**src/rtl/refsched_pkg.sv**
```systemverilog
`timescale 1ns/1ps
package refsched_pkg;
  typedef enum logic {
    MODE_RUN  = 1'b0,
    MODE_SELF = 1'b1
  } sr_mode_e;
endpackage

```
**src/rtl/refi_timer.sv**
```systemverilog
`timescale 1ns/1ps
// Free-running interval counter; one-cycle tick each PERIOD cycles, frozen on demand.
module refi_timer #(
  parameter int PERIOD = 1560
) (
  input  logic clk,
  input  logic rst,
  input  logic freeze_i,
  output logic tick_o
);
  localparam int CNT_W = (PERIOD > 2) ? $clog2(PERIOD) : 1;

  logic [CNT_W-1:0] cnt_q;
  logic             tick_q;

  always_ff @(posedge clk) begin
    if (rst || freeze_i) begin
      cnt_q  <= '0;
      tick_q <= 1'b0;
    end else if (cnt_q == CNT_W'(PERIOD - 1)) begin
      cnt_q  <= '0;
      tick_q <= 1'b1;
    end else begin
      cnt_q  <= cnt_q + CNT_W'(1);
      tick_q <= 1'b0;
    end
  end

  assign tick_o = tick_q;

  AST_TICK_SINGLE: assert property (@(posedge clk) disable iff (rst)
    tick_q |=> !tick_q);
  AST_FROZEN_NO_TICK: assert property (@(posedge clk) disable iff (rst)
    freeze_i |=> !tick_q);
endmodule

```
**src/rtl/hold_timer.sv**
```systemverilog
`timescale 1ns/1ps
// Holds active_o high for HOLD_CYC cycles after a start pulse; restart reloads.
module hold_timer #(
  parameter int HOLD_CYC = 8
) (
  input  logic clk,
  input  logic rst,
  input  logic start_i,
  output logic active_o
);
  localparam int CNT_W = $clog2(HOLD_CYC + 1);

  logic [CNT_W-1:0] cnt_q;

  always_ff @(posedge clk) begin
    if (rst)
      cnt_q <= '0;
    else if (start_i)
      cnt_q <= CNT_W'(HOLD_CYC);
    else if (cnt_q != '0)
      cnt_q <= cnt_q - CNT_W'(1);
  end

  assign active_o = (cnt_q != '0);
endmodule

```
**src/rtl/refresh_debt.sv**
```systemverilog
`timescale 1ns/1ps
// Saturating count of owed refreshes.
module refresh_debt #(
  parameter int MAX_DEBT = 8
) (
  input  logic clk,
  input  logic rst,
  input  logic clr_i,
  input  logic inc_i,
  input  logic dec_i,
  output logic owed_o,
  output logic full_o
);
  localparam int DEBT_W = $clog2(MAX_DEBT + 1);

  logic [DEBT_W-1:0] debt_q;

  always_ff @(posedge clk) begin
    if (rst || clr_i)
      debt_q <= '0;
    else begin
      case ({inc_i, dec_i})
        2'b10: if (debt_q != DEBT_W'(MAX_DEBT)) debt_q <= debt_q + DEBT_W'(1);
        2'b01: if (debt_q != '0) debt_q <= debt_q - DEBT_W'(1);
        default: debt_q <= debt_q;
      endcase
    end
  end

  assign owed_o = (debt_q != '0);
  assign full_o = (debt_q == DEBT_W'(MAX_DEBT));

  AST_DEBT_LIMIT: assert property (@(posedge clk) disable iff (rst)
    debt_q <= DEBT_W'(MAX_DEBT));
  AST_ENTRY_CLEARS: assert property (@(posedge clk) disable iff (rst)
    clr_i |=> !owed_o);
  AST_DEBT_STEP: assert property (@(posedge clk) disable iff (rst)
    !clr_i |=> ({1'b0, debt_q} <= {1'b0, $past(debt_q)} + (DEBT_W+1)'(1)));
endmodule

```
**src/rtl/refresh_sched.sv**
```systemverilog
`timescale 1ns/1ps
module refresh_sched
  import refsched_pkg::*;
#(
  parameter int TREFI_CYC = 1560,
  parameter int TRFC_CYC  = 8,
  parameter int MAX_DEBT  = 8,
  parameter int TXSNR_CYC = 8,
  parameter int TXSRD_CYC = 200
) (
  input  logic clk,
  input  logic rst,
  input  logic all_idle,
  input  logic ref_grant,
  input  logic sr_enter,
  input  logic sr_exit,
  output logic ref_req,
  output logic ref_urgent,
  output logic ref_busy,
  output logic sr_active,
  output logic cmd_block,
  output logic rd_block
);
  sr_mode_e mode_q;
  logic     tick, owed, full, accept, enter_ok, exit_ok;

  assign enter_ok = (mode_q == MODE_RUN) && sr_enter && all_idle && !ref_busy && !cmd_block;
  assign exit_ok  = (mode_q == MODE_SELF) && sr_exit;
  assign ref_req  = owed && !ref_busy && !cmd_block && (mode_q == MODE_RUN);
  assign accept   = ref_grant && ref_req && all_idle;

  always_ff @(posedge clk) begin
    if (rst)            mode_q <= MODE_RUN;
    else if (enter_ok)  mode_q <= MODE_SELF;
    else if (exit_ok)   mode_q <= MODE_RUN;
  end

  assign sr_active  = (mode_q == MODE_SELF);
  assign ref_urgent = full;

  refi_timer #(.PERIOD(TREFI_CYC)) u_timer (
    .clk(clk), .rst(rst), .freeze_i(sr_active || enter_ok), .tick_o(tick)
  );

  refresh_debt #(.MAX_DEBT(MAX_DEBT)) u_debt (
    .clk(clk), .rst(rst), .clr_i(enter_ok), .inc_i(tick || exit_ok),
    .dec_i(accept), .owed_o(owed), .full_o(full)
  );

  hold_timer #(.HOLD_CYC(TRFC_CYC)) u_rfc (
    .clk(clk), .rst(rst), .start_i(accept), .active_o(ref_busy)
  );

  localparam int NBLK = 2;
  localparam int BLK_CYC [NBLK] = '{TXSNR_CYC, TXSRD_CYC};
  logic [NBLK-1:0] blk;
  for (genvar g = 0; g < NBLK; g++) begin : g_exit_blk
    hold_timer #(.HOLD_CYC(BLK_CYC[g])) u_blk (
      .clk(clk), .rst(rst), .start_i(exit_ok), .active_o(blk[g])
    );
  end
  assign cmd_block = blk[0];
  assign rd_block  = blk[1];

  AST_BUSY_AFTER_GRANT: assert property (@(posedge clk) disable iff (rst)
    accept |=> ref_busy);
  AST_GRANT_NEEDS_IDLE: assert property (@(posedge clk) disable iff (rst)
    (ref_grant && !all_idle) |=> !$rose(ref_busy));
  AST_EXIT_BLOCKS: assert property (@(posedge clk) disable iff (rst)
    exit_ok |=> (cmd_block && rd_block && !sr_active));
  AST_ENTER_MODE: assert property (@(posedge clk) disable iff (rst)
    enter_ok |=> sr_active);
endmodule

```
**config.mk**
```make
export PLATFORM = sky130hd
export DESIGN_NAME = refresh_sched
export DESIGN_NICKNAME = d
export VERILOG_FILES = /design/src/rtl/refsched_pkg.sv /design/src/rtl/refi_timer.sv /design/src/rtl/hold_timer.sv /design/src/rtl/refresh_debt.sv /design/src/rtl/refresh_sched.sv
export SDC_FILE = /design/constraint.sdc
export NUM_CORES = 1
export LEC_CHECK = 0
export ABC_AREA = 0
export BUFFER_PORTS_ARGS = -buffer_cell sky130_fd_sc_hd__buf_2
export CAP_MARGIN = 10
export CORE_ASPECT_RATIO = 1.4
export CORE_MARGIN = 2
export CORE_UTILIZATION = 48
export DETAILED_ROUTE_END_ITERATION = 10
export PLACE_DENSITY = 0.63
export SYNTH_ARGS = -nofsm -noshare
export SYNTH_HDL_FRONTEND = slang
export SYNTH_HIERARCHICAL = 1
export SYNTH_SLANG_ARGS = --single-unit
```
**constraint.sdc**
```tcl
create_clock -name clk -period 3.8 [get_ports clk]
set_input_delay 0.38 -clock clk [delete_from_list [all_inputs] [get_ports clk]]
set_output_delay 0.38 -clock clk [all_outputs]
set_load 0.01 [all_outputs]
```
==> metrics.txt <==
Yosys cell types=47; register share of total power=0.378; Lkg Pwr=0.770 nW; Avg Cell Area, Syn=approximately 9.3 um^2; most frequent cells in the layout=dfxtp_1 (33), nor2_1 (14), inv_1 (13), buf_2 (11), nor3_1 (10); clk_skew=roughly 1.5 ps; Die Width=between 50 and 60 um; Die Ht=75.6 um; GRT overflow=0; Reg clk slew, reported paths=60 ps; FF+latch count, synth=33; synth top area cells=dfxtp_1 (38%), ha_1 (6.4%), xnor2_1 (3.5%); Place WS=892 ps; worst slew pin tran=roughly 480 ps; # clock sinks=33; share of cells above drive strength 1=0.176; area leader, netlist=dfxtp_1; Worst Slack Setup Final=858 ps; final instance area=roughly 1900 um^2; Seq/Total Area, Yosys=0.376; Switching Fraction=0.377; clk root buf=clkbuf_8; status=complete, no violations; fin crit share=0.774; Clock Latency Late Sink=270 ps; clock buffer count from CTS=5; placed wire-length estimate=2580 um; Worst EP arrival=3150 ps; predominant post-synthesis flop cell=dfxtp_1; worst-case clock buffer depth=2; P_int=0.861 mW; Tmin final=2940 ps; RSZ-0062 raised after global routing=false; Post-Syn Nets=204; max-slew violations=0; CP max-delay cell=or3b_1; Clock power frac=0.189; I/O Buffers=11; sequence of cells on the critical path=inv_1 > ha_1 > or3b_1 > nor3_2 > and4_1 > nand2b_1 > xnor2_1 > ha_1 > nor2_1 > mux2_1 > nand2_1 > mux2i_1; Slew headroom=0.675; cells after synthesis=189; Switching Power=0.522 mW; Hold Fails Final Rpt=0; Setup CP Type=flop to flop; drc violations=0; critical path required time=4010 ps; Final setup viols=0; top fanout value on the critical path=7; largest net degree at the start of global routing=24; Max H-tree Level=2; max capacitance violation total=0; Cell Area, Synth=about 1800 um^2; initial core utilization=0.491; placed instance area=1850 um^2; CP most frequent cell=ha_1; most common cell after layout, fill and taps aside=dfxtp_1; async set-reset flop share out of synthesis=0; Iter 0 DRT Violations=28; routed vias=1423; combinational power share=0.434; row count=26; fill cell count=334; top-level port count=12; yosys warns=6; First-pass DRT Iterations=4; CP peak stage delay=470 ps; Worst Hold Class=primary input to flop; placer congestion estimate=0.723; routed len/inst=about 14 um; CP Launch Type=flop; routed wire length=3460 um; Post-synth EDFFs=0; hold_buf cts=0; Area Overhead vs Synth=10.2%; area of the core=3580 um^2; Vias/cell=5.78; pwr/cell area=715 nW/um^2; first-pass GRT wire length=5890 um; Antenna diodes=0; Total GRT Usage=0.194; post-synth top area share=0.376; CTS tree=built; CP endpoint kind=flop; Post-CTS Repair Setup Buffers=0; CTS resizes=0; nets=~220; setup TNS=0 ps; initial antenna violation count=0; Peak VDD IR=359 uV; Die ar.=4160 um^2; Peak Freq=340 MHz; vias in the first global route=1448; antenna-violating nets left=0
[routing by layer]
| layer | global-route usage | routed length (um) | vias to the layer above |
|---|---|---|---|
| met5 | 0 | 0 | - |
| met4 | 0.0894 | 23 | 0 |
| met3 | 0.0471 | 149 | 2 |
| met2 | 0.348 | 1800 | 30 |
| met1 | 0.206 | 1490 | 673 |
| li1 | - | - | 718 |
[cells in the mapped netlist (2+ instances only)]
library cell and number:
inv_1 13, and3_1 3, nand2b_1 3, or3b_1 2, mux2i_1 4, nor4_1 2, ha_1 9, xor2_1 6
nor3_2 2, dfxtp_1 33, or4_1 4, nor3b_1 3, o31ai_1 3, or4_4 2, nand2_1 5, a21oi_1 9
nor3_1 10, nand3_1 8, a2111oi_2 4, o21ai_0 7, xnor2_1 7, a41o_1 2, clkbuf_2 2, nor2_1 14
and2_2 3, or3_1 8
[worst paths after layout]
| check | end | start | depth (start not counted) | slack, ps |
|---|---|---|---|---|
| setup / recovery | u_debt/debt_q[2] | u_rfc/cnt_q[0] | 12 | 860 |
| hold / removal | sr_active | sr_enter | 2 | 390 |
| setup reg to reg | u_debt/debt_q[2] | u_rfc/cnt_q[0] | 12 | 860 |
| hold reg to reg | u_timer/cnt_q[10] | u_timer/cnt_q[10] | 2 | 490 |
[sequential cells by signal, summed over array words and instances (netlist names)]
signal                  flops
u_debt/debt_q               4
g_exit_blk.u_blk/cnt_q     12
u_timer/tick_o              1
u_rfc/cnt_q                 4
u_timer/cnt_q              11
sr_active                   1
[critical path: cells and delay by family (launching register included)]
kind / cells / cell delay (ps)
flip-flops: 1 / 330
XOR/XNOR: 1 / 180
buffers and inverters: 1 / 90
adder cells (fa/ha/maj): 2 / 350
AND/OR/NAND/NOR: 6 / 1450
multiplexers: 2 / 460
[metrics by stage]
step	instances	total power, mW	utilization	hold slack, ps
after floorplan	189	1.00	-	445
after global placement	239	1.10	0.516	467
after detailed placement	239	1.13	0.516	482
after CTS	246	1.40	0.541	379
after global routing	246	1.49	0.541	384
final	246	1.38	0.541	390
[power by group through the flow]
stage / clock (mW) / combinational (mW) / sequential [mW]
global route: 0.284 / 0.674 / 0.536
floorplan: 0 / 0.498 / 0.507
detailed placement: 0 / 0.598 / 0.528
finish: 0.261 / 0.600 / 0.522
CTS: 0.271 / 0.605 / 0.521
global placement: 0 / 0.574 / 0.524
[cell type report]
type / instances / area, um^2 / share of cell area
Inverter: 13 / 48.8 / 0.0252
Clock buffer: 7 / 86.3 / 0.0446
Timing Repair Buffer: 11 / 55.1 / 0.0285
Sequential cell: 33 / 661 / 0.342
Tap cell: 42 / 52.6 / 0.0272
Multi-Input combinational cell: 140 / 1030 / 0.533
[logic make-up (layout without fill, tap and decap cells)]
logic type	after synthesis	count (layout)	synth area share
AOI/OAI and AO/OA	32	32	0.137
and+or+nand+nor	81	81	0.292
DFF	33	33	0.376
muxes	5	5	0.0292
adders and majority gates	9	9	0.0641
buffers and inverters	16	31	0.0363
xor gates and xnor gates	13	13	0.0649
No activity file was read; power rests on OpenSTA's default activity.
